===== config.mk =====
export PLATFORM = sky130hd
export DESIGN_NAME = flash_bus_front
export DESIGN_NICKNAME = d
export VERILOG_FILES = /design/src/rtl/fbf_pkg.sv /design/src/rtl/fbf_sync.sv /design/src/rtl/fbf_mode_decode.sv /design/src/rtl/fbf_write_track.sv /design/src/rtl/flash_bus_front.sv
export SDC_FILE = /design/constraint.sdc
export NUM_CORES = 1
export LEC_CHECK = 0
export ABC_AREA = 0
export BUFFER_PORTS_ARGS = -buffer_cell sky130_fd_sc_hd__buf_4
export CAP_MARGIN = 20
export CORE_MARGIN = 2
export CORE_UTILIZATION = 54
export DETAILED_ROUTE_END_ITERATION = 6
export HOLD_SLACK_MARGIN = 0.08
export PLACE_DENSITY = 0.86
export SYNTH_ARGS = -nofsm -noshare
export SYNTH_HDL_FRONTEND = slang
export SYNTH_HIERARCHICAL = 1
export SYNTH_SLANG_ARGS = --single-unit

===== constraint.sdc =====
create_clock -name clk -period 2.4 [get_ports clk]
set_input_delay 0.36 -clock clk [delete_from_list [all_inputs] [get_ports clk]]
set_output_delay 0.36 -clock clk [all_outputs]
set_load 0.1 [all_outputs]

===== src/rtl/fbf_pkg.sv =====
package fbf_pkg;

    localparam int FBF_MODE_W = 3;

    typedef enum logic [FBF_MODE_W-1:0] {
        FBF_STANDBY = 3'd0,
        FBF_READ    = 3'd1,
        FBF_WRITE   = 3'd2,
        FBF_OUTDIS  = 3'd3,
        FBF_RESET   = 3'd4
    } fbf_mode_e;

    // control pins, all active low
    typedef struct packed {
        logic sel_n;
        logic oen_n;
        logic wen_n;
        logic rst_n;
    } fbf_pins_t;

    localparam int FBF_PINS_W = $bits(fbf_pins_t);

    // mode decode; reset pin dominates, then select, then write tracking
    function automatic fbf_mode_e fbf_decode(
        input fbf_pins_t p,
        input logic      armed,
        input logic      rearm_wait,
        input logic      settle
    );
        fbf_mode_e m;
        if (!p.rst_n)
            m = FBF_RESET;
        else if (settle || p.sel_n)
            m = FBF_STANDBY;
        else if (!p.wen_n && (armed || (p.oen_n && !rearm_wait)))
            m = FBF_WRITE;
        else if (!p.oen_n && p.wen_n)
            m = FBF_READ;
        else
            m = FBF_OUTDIS;
        return m;
    endfunction

endpackage


===== src/rtl/fbf_sync.sv =====
module fbf_sync #(
    parameter int           W       = 1,
    parameter int           STAGES  = 2,
    parameter logic [W-1:0] RST_VAL = '0
) (
    input  logic         clk,
    input  logic         rst,
    input  logic [W-1:0] d,
    output logic [W-1:0] q
);
    logic [W-1:0] stg [STAGES];

    generate
        for (genvar i = 0; i < STAGES; i++) begin : g_stage
            if (i == 0) begin : g_first
                always_ff @(posedge clk) begin
                    if (rst) stg[0] <= RST_VAL;
                    else     stg[0] <= d;
                end
            end else begin : g_next
                always_ff @(posedge clk) begin
                    if (rst) stg[i] <= RST_VAL;
                    else     stg[i] <= stg[i-1];
                end
            end
        end
    endgenerate

    assign q = stg[STAGES-1];
endmodule


===== src/rtl/fbf_mode_decode.sv =====
module fbf_mode_decode
    import fbf_pkg::*;
(
    input  fbf_pins_t pins,
    input  logic      armed,
    input  logic      rearm_wait,
    input  logic      settle,
    output fbf_mode_e mode,
    output logic      wr_end
);
    always_comb begin
        mode   = fbf_decode(pins, armed, rearm_wait, settle);
        // a write ends when select or strobe is seen high with reset released
        wr_end = armed && pins.rst_n && (pins.sel_n || pins.wen_n);
    end
endmodule


===== src/rtl/fbf_write_track.sv =====
module fbf_write_track
    import fbf_pkg::*;
#(
    parameter int AW = 20,
    parameter int DW = 16
) (
    input  logic          clk,
    input  logic          rst,
    input  fbf_pins_t     pins,
    input  fbf_mode_e     mode,
    input  logic          wr_end,
    input  logic [AW-1:0] addr_s,
    input  logic [DW-1:0] data_s,
    output logic          armed,
    output logic          rearm_wait,
    output logic          settle,
    output logic          cmd_valid,
    output logic [AW-1:0] cmd_addr,
    output logic [DW-1:0] cmd_data
);
    logic          rst_pin_prev;
    logic [AW-1:0] hold_addr;
    logic [DW-1:0] hold_data;

    assign settle = !rst_pin_prev;

    always_ff @(posedge clk) begin
        if (rst) begin
            rst_pin_prev <= 1'b1;
            armed        <= 1'b0;
            rearm_wait   <= 1'b0;
            hold_addr    <= '0;
            hold_data    <= '0;
            cmd_valid    <= 1'b0;
            cmd_addr     <= '0;
            cmd_data     <= '0;
        end else begin
            rst_pin_prev <= pins.rst_n;
            cmd_valid    <= 1'b0;
            if (!pins.rst_n) begin
                armed      <= 1'b0;
                rearm_wait <= 1'b0;
            end else begin
                if (wr_end) begin
                    cmd_valid <= 1'b1;
                    cmd_addr  <= hold_addr;
                    cmd_data  <= hold_data;
                    armed     <= 1'b0;
                end else if (mode == FBF_WRITE) begin
                    armed     <= 1'b1;
                    hold_addr <= addr_s;
                    hold_data <= data_s;
                end
                if (wr_end)
                    rearm_wait <= !pins.wen_n;
                else if (pins.wen_n)
                    rearm_wait <= 1'b0;
            end
        end
    end
endmodule


===== src/rtl/flash_bus_front.sv =====
module flash_bus_front
    import fbf_pkg::*;
#(
    parameter int AW          = 20,
    parameter int DW          = 16,
    parameter int SYNC_STAGES = 2
) (
    input  logic          clk,
    input  logic          rst,
    input  logic          chip_sel_n,
    input  logic          out_en_n,
    input  logic          wr_strobe_n,
    input  logic          pin_rst_n,
    input  logic [AW-1:0] bus_addr,
    input  logic [DW-1:0] bus_wdata,
    input  logic [DW-1:0] array_rdata,
    output logic [DW-1:0] rd_data_o,
    output logic          rd_drive_en,
    output logic [2:0]    mode,
    output logic          cmd_valid,
    output logic [AW-1:0] cmd_addr,
    output logic [DW-1:0] cmd_data
);
    localparam int BUS_W = AW + DW;

    fbf_pins_t      pins_raw, pins_s;
    logic [BUS_W-1:0] bus_s;
    fbf_mode_e      mode_q;
    logic           wr_end, armed, rearm_wait, settle;

    assign pins_raw = '{sel_n: chip_sel_n, oen_n: out_en_n,
                        wen_n: wr_strobe_n, rst_n: pin_rst_n};

    fbf_sync #(.W(FBF_PINS_W), .STAGES(SYNC_STAGES), .RST_VAL({FBF_PINS_W{1'b1}}))
        u_pin_sync (.clk(clk), .rst(rst), .d(pins_raw), .q(pins_s));

    // same depth as the pins so captured values line up with detected edges
    fbf_sync #(.W(BUS_W), .STAGES(SYNC_STAGES), .RST_VAL('0))
        u_bus_sync (.clk(clk), .rst(rst), .d({bus_addr, bus_wdata}), .q(bus_s));

    fbf_mode_decode u_decode (
        .pins(pins_s), .armed(armed), .rearm_wait(rearm_wait),
        .settle(settle), .mode(mode_q), .wr_end(wr_end)
    );

    fbf_write_track #(.AW(AW), .DW(DW)) u_track (
        .clk(clk), .rst(rst), .pins(pins_s), .mode(mode_q), .wr_end(wr_end),
        .addr_s(bus_s[BUS_W-1:DW]), .data_s(bus_s[DW-1:0]),
        .armed(armed), .rearm_wait(rearm_wait), .settle(settle),
        .cmd_valid(cmd_valid), .cmd_addr(cmd_addr), .cmd_data(cmd_data)
    );

    assign mode        = mode_q;
    assign rd_drive_en = (mode_q == FBF_READ);
    assign rd_data_o   = rd_drive_en ? array_rdata : '0;
endmodule


==> summary.txt, run 1 <==
Run status
  • Status: finished clean

Final layout
  • Inserted Diodes: 0
  • Multi-input logic area: 2270 sq um
  • Area growth from synthesis to layout: 40.7%
  • Commonest non-fill, non-tap cells in the layout: dfxtp_1 (153), buf_4 (105), nand2_1 (73), nand2b_1 (73), nor2b_1 (72)
  • Final #Nets: 736
  • Commonest non-fill, non-tap cell in the layout: dfxtp_1
  • Fillers: 667
  • Seq. cell area: 3130 sq um
  • Layout cells sized above 1: 0.278
  • Non-filler instance count after layout: 827

Timing
  • Max-slew headroom: 0.491
  • Worst-margin pin slew: 757 ps
  • RSZ-0062 raised after global routing: yes
  • Worst Skew: 15.4 ps
  • Final Max Slew Viols: 0
  • Worst hold slack: 121 ps
  • Fmax: 417 MHz
  • Final hold vios: 0
  • Final period util: 0.998
  • Final min period: 2400 ps
  • Final Setup Violations: 0
  • Setup WS post-layout: 4.31 ps

Clock network
  • Register clock-pin slew on the reported worst setup and hold paths: 60 ps
  • CTS root buf: clkbuf_8
  • Clock Sinks: 156
  • Latest clock arrival within the worst-skew pair: 520 ps
  • CTS Buf Count: 17
  • Clk buf depth: 2
  • CTS tree: built
  • H-tree depth reported by CTS: 4

Power
  • Cell Pwr Density: 776 nW/um^2
  • Pleak: 3.04 nW
  • Peak VDD IR: 0.434 mV

Logic synthesis
  • Synth Area per Inst: 10.6 sq um
  • Yosys warns: 6
  • Mapped Area: 5560 sq um
  • Share of the synthesized area in the top cell type: 0.561
  • Area contributors post-synth: dfxtp_1 (56%), nand2b_1 (8.3%), nor2b_1 (8.1%)
  • Top cell type by total area after synthesis: dfxtp_1
  • Synth cell types: 26
  • Syn_nets: 582
  • Synth Register Bits: 156
  • Cell count after synthesis: 524
  • Post-synthesis sequential area ratio: 0.561

Global route
  • Vias in the first global route: 3836
  • Tot GR Track Use: 0.206
  • Largest net degree at the start of global routing: 84
  • First-pass GRT wire length: 18100 microns
  • Grt total ovfl: 0
  • Initial antenna violation count: 0

Floorplan
  • Initial Utilization: 0.546
  • Top-Level Pins: 115
  • Die width: 106 microns
  • Rows: 37
  • Placeable Area: 10200 sq um
  • DIE AREA: 11100 sq um
  • Die height: 106 microns

Placement
  • HPWL Detailed: 6760 microns
  • Count of buffers from port buffering: 114
  • RePlAce Congestion: 0.708
  • Dpl cells: 749
  • Pre-CTS worst setup slack: 252 ps

Setup path
  • Crit path max fanout: 9
  • CP endpoint kind: output pin
  • Critical Path AT: 2040 ps
  • WS Path Type: flip-flop to output pin
  • Startpoint type of the worst setup path: flip-flop
  • Required @ worst endpoint: 2040 ps

Detailed routing
  • Wire per inst: 14.0 microns
  • Vias post-DR: 3899
  • Detailed Route WL: 11600 microns
  • DRC violations left: 0
  • Drt pass-1 iters: 4
  • Post-DRT Antenna Nets: 0
  • Vias/cell: 4.71
  • 1st-iter DRT viols: 290

Job
  • Max-cap violation count: 0

Hold path
  • Hold Path Class: input pin to flip-flop
cell usage after synthesis (all sizes together):
cell       n
a21oi     37
o21ba      1
clkbuf     9
a2111oi    1
or2        9
nor2b     72
nand2b    75
inv        4
nor2       3
mux2i     36
nor3       3
and4bb     7
nor4       1
nor3b      1
dfxtp    156
buf       25
nand2     73
nor4b      1
and2       1
nor4bb     9
cell families after synthesis:
family	after synthesis	synth area share
simple gates	255	0.283
flops	156	0.561
compound gates	39	0.0378
buf+inv	38	0.0531
mux	36	0.0648
stage by stage:
step                      area [sq um]  TNS (ps)  power [mW]  utilization
after global routing              7830      -730        6.27        0.769
after floorplan                   5660    -55750        3.00            -
after global placement            6540         0        3.10        0.643
after detailed placement          6540         0        3.11        0.643
final                             7830         0        6.07        0.769
after CTS                         7710     -42.2        6.10        0.757
worst paths after layout:
| kind | startpoint | slack [ps] | cells past startpoint | to |
|---|---|---|---|---|
| worst max-delay path | u_pin_sync/stg[1][0] | 4 | 5 | rd_data_o[9] |
| worst max register to register | u_pin_sync/stg[1][0] | 250 | 7 | u_track/cmd_addr[17] |
| worst min register to register | u_pin_sync/stg[0][0] | 410 | 1 | u_pin_sync/stg[1][0] |
| worst min-delay path | bus_addr[18] | 120 | 2 | u_bus_sync/stg[0][34] |
per-layer routing:
metal / GRT usage / vias up / part of all wire
li1: - / 1987 / -
met1: 0.250 / 1778 / 0.44
met2: 0.342 / 124 / 0.50
met3: 0.0699 / 10 / 0.051
met4: 0.0705 / 0 / 0.010
met5: 0 / - / 0
area by class of cell:
class                           count  area share
Sequential cell                   156       0.400
Multi-Input combinational cell    330       0.290
Timing Repair Buffer              169       0.201
Clock buffer                       20      0.0582
Clock inverter                     12      0.0275
Tap cell                          136      0.0217
Inverter                            4     0.00256
what timing repair did:
item / in CTS / in global routing
endpoints found under the hold margin: 37 / 1
pin swaps: 0 / 0
gates cloned: 2 / 0
hold buffers: 37 / 1
endpoints found under the setup margin: 18 / 18
gates resized for setup: 25 / 17
buffers inserted: 3 / 3
critical path: stages, from the launching register on:
cell	delay, ps
dfxtp_4	370
inv_6	40
nor4_4	410
buf_6	200
nor4bb_4	230
buf_6	270
where the power goes:
part | total (mW) | leakage, nW | internal (mW) | switching, mW
registers | 2.68 | 1.27 | 2.66 | 0.0241
logic | 0.454 | 1.44 | 0.237 | 0.217
clock network | 2.93 | 0.327 | 1.97 | 0.961
flip-flops by register name (all words and copies together), names as in the netlist:
signal / flops
u_bus_sync/stg: 72
u_pin_sync/stg: 8
u_track/armed: 1
u_track/cmd_addr: 20
u_track/cmd_data: 16
u_track/cmd_valid: 1
u_track/hold_addr: 20
u_track/hold_data: 16
u_track/rearm_wait: 1
u_track/rst_pin_prev: 1
Note: power is estimated with default switching activity, not from simulation.
==> run 2: changes to the inputs <==
- CORE_UTILIZATION: 54 -> 30
- PLACE_DENSITY: 0.86 -> 0.56
- clock period: 2.4 -> 3 ns (I/O delays scaled with it)
==> run 2 against run 1 <==
Net effect: total power shrank 26%; via count down 7.0%; core utilization is 37 points lower; cell count increased by 5.7%; register-to-register slack better by 500 ps; routed wire length is 8.0% lower; worst setup slack better by 340 ps; first-iteration DRC count fell by 56%; critical path depth unchanged.
==> summary.txt, run 2 (synthesis gave the netlist of run 1 again) <==
Final layout
  • Reg with most FFs: u_bus_sync/stg
  • Seq. cell area: 3120 sq um
  • Area growth from synthesis to layout: 29.7%
  • Commonest non-fill, non-tap cells in the layout: dfxtp_1 (156), buf_4 (122), nand2b_1 (74)
  • Commonest non-fill, non-tap cell in the layout: dfxtp_1
  • Layout Utilization: 0.399
  • Fillers: 1746
  • Multi-input logic area: 2250 sq um
  • Non-filler instance count after layout: 874
  • Layout cells sized above 1: 0.274
  • Largest register FFs: 72
  • Final #Nets: 692
  • Inserted Diodes: 0
  • Regs by FF count: u_bus_sync/stg (72), u_track/cmd_addr (20), u_track/hold_addr (20)

Detailed routing
  • DRC violations left: 0
  • Detailed Route WL: 10700 microns
  • Post-DRT Antenna Nets: 0
  • 1st-iter DRT viols: 129
  • Drt pass-1 iters: 4
  • Wire per inst: 12.2 microns
  • Vias/cell: 4.15
  • Vias post-DR: 3628

Setup path
  • Critical path buffers and inverters: 3
  • Crit-path slowest cell: nor4_4
  • Startpoint type of the worst setup path: flip-flop
  • WS Path Type: flip-flop to output pin
  • Required @ worst endpoint: 2550 ps
  • Critical Path AT: 2200 ps
  • Crit path max fanout: 17
  • Crit path max-delay family: buffers and inverters
  • Critical Path Max Stage Delay: 430 ps
  • CP endpoint kind: output pin
  • R2r setup slk: 750 ps
  • R2r startpoint: u_pin_sync/stg[1][0]
  • Cells on worst reg2reg path: 7
  • Crit-path cells: inv_1 -> nor4_4 -> buf_12 -> nor4bb_4 -> buf_4
  • Reg2reg end: u_track/hold_addr[4]

Global route
  • Vias in the first global route: 3445
  • First-pass GRT wire length: 17200 microns
  • Largest net degree at the start of global routing: 81
  • Tot GR Track Use: 0.110
  • Initial antenna violation count: 0
  • Grt total ovfl: 0

Clock network
  • CTS Buf Count: 17
  • # resized after CTS: 0
  • Clk buf depth: 2
  • Latest clock arrival within the worst-skew pair: 420 ps
  • CTS root buf: clkbuf_16
  • CTS tree: built
  • H-tree depth reported by CTS: 4
  • Register clock-pin slew on the reported worst setup and hold paths: 60 ps
  • Clock Sinks: 156

Hold path
  • Min-Delay Startpoint: out_en_n
  • Hold Path Class: input pin to flip-flop
  • Hold path cells: 2
  • WHS Endpoint: u_pin_sync/stg[0][2]

Timing
  • Max-slew headroom: 0.495
  • Final hold vios: 0
  • RSZ-0062 raised after global routing: no
  • Final period util: 0.885
  • Worst-margin pin slew: 758 ps
  • Final Max Slew Viols: 0
  • Fmax: 377 MHz
  • Final min period: 2650 ps
  • Worst hold slack: 221 ps
  • Worst Skew: 12.8 ps
  • Final Setup Violations: 0

Power
  • Clk pwr share: 0.457
  • Cell Pwr Density: 623 nW/um^2
  • Peak VDD IR: 0.373 mV
  • Pleak: 2.75 nW
  • Internal Power: 3.51 mW
  • Switching share of total power: 0.221
  • Gate power share: 0.066
  • Sw Pwr: 992 uW
  • Sequential share of power: 0.476

Floorplan
  • Initial Utilization: 0.308
  • Top-Level Pins: 115
  • Die height: 140 microns
  • Rows: 49
  • Die width: 140 microns
  • Placeable Area: 18100 sq um
  • DIE AREA: 19700 sq um

Run status
  • Status: finished clean

Placement
  • Dpl cells: 843
  • RePlAce Congestion: 0.780
  • Count of buffers from port buffering: 114
  • HPWL Detailed: 6910 microns

Job
  • Max-cap violation count: 0
==> run 2: cell count changes in the layout (fill, tap and decap cells not counted), sizes merged <==
cell         previous run  this run
dlygate4sd3            38         0
inv                     4         5
bufinv                  6         2
buf                   131       125
clkinvlp                2         3
==> run 2: worst max path at each step <==
stage | from | end | slack (ps) | depth (start not counted)
floorplan | u_pin_sync/stg[1][0] | rd_data_o[10] | -1180 | 4
global placement | u_pin_sync/stg[1][0] | rd_data_o[9] | 630 | 4
detailed placement | u_pin_sync/stg[1][0] | rd_data_o[4] | 430 | 4
CTS | u_pin_sync/stg[1][0] | rd_data_o[4] | 30 | 4
global route | u_pin_sync/stg[1][0] | rd_data_o[11] | 200 | 5
finish | u_pin_sync/stg[1][0] | rd_data_o[4] | 350 | 5
==> run 2: routing by layer <==
metal  wire length [microns]  vias to the layer above  GRT usage
met2                    4790                       91      0.173
met1                    5110                     1629      0.137
met5                       0                        -          0
met4                     211                        0     0.0569
met3                     561                       15     0.0345
li1                        -                     1893          -
==> run 2: stage by stage <==
step	cell area (sq um)	power [mW]	worst slack, ps	TNS [ps]
final	7220	4.50	346	0
after global routing	7220	4.66	201	0
after CTS	7200	4.56	28.0	0
after detailed placement	6630	2.49	433	0
after global placement	6630	2.48	634	0
after floorplan	5660	2.40	-1180	-24380
==> run 2: layout make-up <==
cell class / instances / share of cell area
clock buffer: 20 / 0.0619
clock inverter: 10 / 0.0165
inverter: 4 / 0.00208
multi-input combinational: 330 / 0.312
sequential: 156 / 0.433
tap: 229 / 0.0397
timing repair buffer: 125 / 0.135
==> run 2: power groups by stage <==
stage	sequential, mW	clock (mW)	combinational [mW]
floorplan	2.19	0	0.214
global placement	2.19	0	0.295
detailed placement	2.19	0	0.300
CTS	2.14	2.12	0.301
global route	2.15	2.19	0.321
finish	2.14	2.06	0.299
==> run 2: repair_timing <==
action                                  in CTS  in global routing
hold endpoints to repair                     0                  0
pin swaps                                    1                  1
hold buffers                                 0                  0
endpoints found under the setup margin       6                 17
setup buffers                                0                  1
==> run 3: changes to the inputs <==
- MAX_ROUTING_LAYER: unset -> met4
==> run 3 against run 2 <==
Net effect: the flow now finishes with violations (design-rule violations); combinational power barely moved; cell count did not move; total power barely moved; global-route usage rose by 0.32 points; critical endpoint unchanged; hold slack got worse by 0.81 ps; sequential share of layout area did not move; critical path type unchanged; die area did not move; clock power barely moved; count of clock-buffer cells in the layout did not move; clock skew fell by 6.6 ps; via count rose by 0.28%; non-clock buffer count did not move.
==> summary.txt, run 3 (synthesis gave the netlist of run 1 again) <==
Global route
  • Global routing met3 resource utilization: 0.0335
  • Largest net degree at the start of global routing: 81
  • Met2 Use GR: 0.173
  • Tot GR Track Use: 0.114
  • Initial antenna violation count: 0
  • Global Route met1 Usage: 0.137
  • GRT busiest layer: met2
  • First-pass GRT wire length: 17200 microns
  • Vias in the first global route: 3438
  • Grt total ovfl: 0

Final layout
  • Non-filler instance count after layout: 874
  • Fillers: 1746
  • Final #Nets: 692
  • Commonest non-fill, non-tap cells in the layout: dfxtp_1 (156), buf_4 (122), nand2b_1 (74)
  • Largest register FFs: 72
  • Inserted Diodes: 0
  • Reg with most FFs: u_bus_sync/stg
  • Commonest non-fill, non-tap cell in the layout: dfxtp_1
  • Area growth from synthesis to layout: 29.7%
  • Layout Utilization: 0.399
  • Layout cells sized above 1: 0.274
  • Regs by FF count: u_bus_sync/stg (72), u_track/cmd_addr (20), u_track/hold_addr (20)

Timing
  • Worst hold slack: 220 ps
  • Final Max Slew Viols: 0
  • Final Setup Violations: 0
  • Fmax: 376 MHz
  • Worst-margin pin slew: 747 ps
  • RSZ-0062 raised after global routing: no
  • Max-slew headroom: 0.502
  • Final period util: 0.886
  • Worst Skew: 6.19 ps
  • Final min period: 2660 ps
  • Final hold vios: 0

Clock network
  • Clock Sinks: 156
  • CTS Buf Count: 17
  • CTS root buf: clkbuf_16
  • Register clock-pin slew on the reported worst setup and hold paths: 60 ps
  • CTS tree: built
  • Clk buf depth: 2
  • Hold_buf cts: 0
  • Latest clock arrival within the worst-skew pair: 420 ps
  • H-tree depth reported by CTS: 4

Run status
  • Status: finished, violations left
  • Failing checks: design-rule violations

Placement
  • Dpl cells: 843
  • Count of buffers from port buffering: 114
  • HPWL Detailed: 6910 microns
  • RePlAce Congestion: 0.791

Floorplan
  • Die height: 140 microns
  • Initial Utilization: 0.308
  • Die width: 140 microns
  • DIE AREA: 19700 sq um
  • Rows: 49
  • Top-Level Pins: 115
  • Placeable Area: 18100 sq um

Detailed routing
  • Vias/cell: 4.16
  • Post-DRT Antenna Nets: 0
  • Wire per inst: 12.2 microns
  • Detailed Route WL: 10600 microns
  • DRC violations left: 1
  • 1st-iter DRT viols: 142
  • Drt pass-1 iters: 7
  • Vias post-DR: 3638

Setup path
  • Required @ worst endpoint: 2550 ps
  • R2r startpoint: u_pin_sync/stg[1][0]
  • CP endpoint kind: output pin
  • Worst setup path start: u_pin_sync/stg[1][0]
  • Crit path max fanout: 17
  • WS Path Type: flip-flop to output pin
  • Startpoint type of the worst setup path: flip-flop
  • Critical Path AT: 2210 ps

Job
  • Max-cap violation count: 0

Hold path
  • Min-Delay Startpoint: out_en_n
  • Hold Path Class: input pin to flip-flop

Power
  • Peak VDD IR: 0.371 mV
  • Pleak: 2.75 nW
  • Cell Pwr Density: 623 nW/um^2
run 3: cell counts in the layout (fill, tap and decap cells not counted):
No cell type changed its count.
run 3: final cells by class:
| type | count | area, sq um | area share |
|---|---|---|---|
| inverter | 4 | 15.0 | 0.00208 |
| timing repair buffer | 125 | 976 | 0.135 |
| clock buffer | 20 | 447 | 0.0619 |
| tap | 229 | 287 | 0.0397 |
| sequential | 156 | 3120 | 0.433 |
| clock inverter | 10 | 119 | 0.0165 |
| multi-input combinational | 330 | 2250 | 0.312 |
run 3: what timing repair did:
| action | in CTS | in global routing |
|---|---|---|
| setup buffers | 0 | 1 |
| pin swaps | 1 | 1 |
| cloned | 0 | 0 |
| gates resized for setup | 0 | 0 |
| endpoints found under the setup margin | 6 | 17 |
run 3: report_power, final:
part	switching (mW)	total (mW)	internal [mW]
clock	0.818	2.06	1.24
sequential	0.0152	2.14	2.13
combinational	0.158	0.298	0.140
total	0.991	4.50	3.51
run 3: critical path: stages (launching register included):
cell	delay, ps
dfxtp_1	410
inv_1	230
nor4_4	430
buf_12	190
nor4bb_4	210
buf_4	330
run 3: stage by stage:
step | power [mW] | setup TNS (ps) | area, sq um | worst slack [ps]
6_report | 4.50 | 0 | 7220 | 343
3_3_place_gp | 2.48 | 0 | 6630 | 634
4_1_cts | 4.56 | 0 | 7200 | 28.0
5_1_grt | 4.66 | 0 | 7220 | 202
3_5_place_dp | 2.49 | 0 | 6630 | 433
2_1_floorplan | 2.40 | -24380 | 5660 | -1180
run 3: final timing paths:
check	slack [ps]	cells after the start	to
worst min register to register	400	1	u_pin_sync/stg[1][2]
worst max register to register	750	7	u_track/hold_addr[4]
worst max-delay path	340	5	rd_data_o[4]
worst min-delay path	220	2	u_pin_sync/stg[0][2]
run 3: metal layers:
layer | up-vias | wire length [microns]
met1 | 1646 | 5040
met4 | 0 | 191
met2 | 90 | 4830
met3 | 13 | 593
met5 | - | 0
li1 | 1889 | -
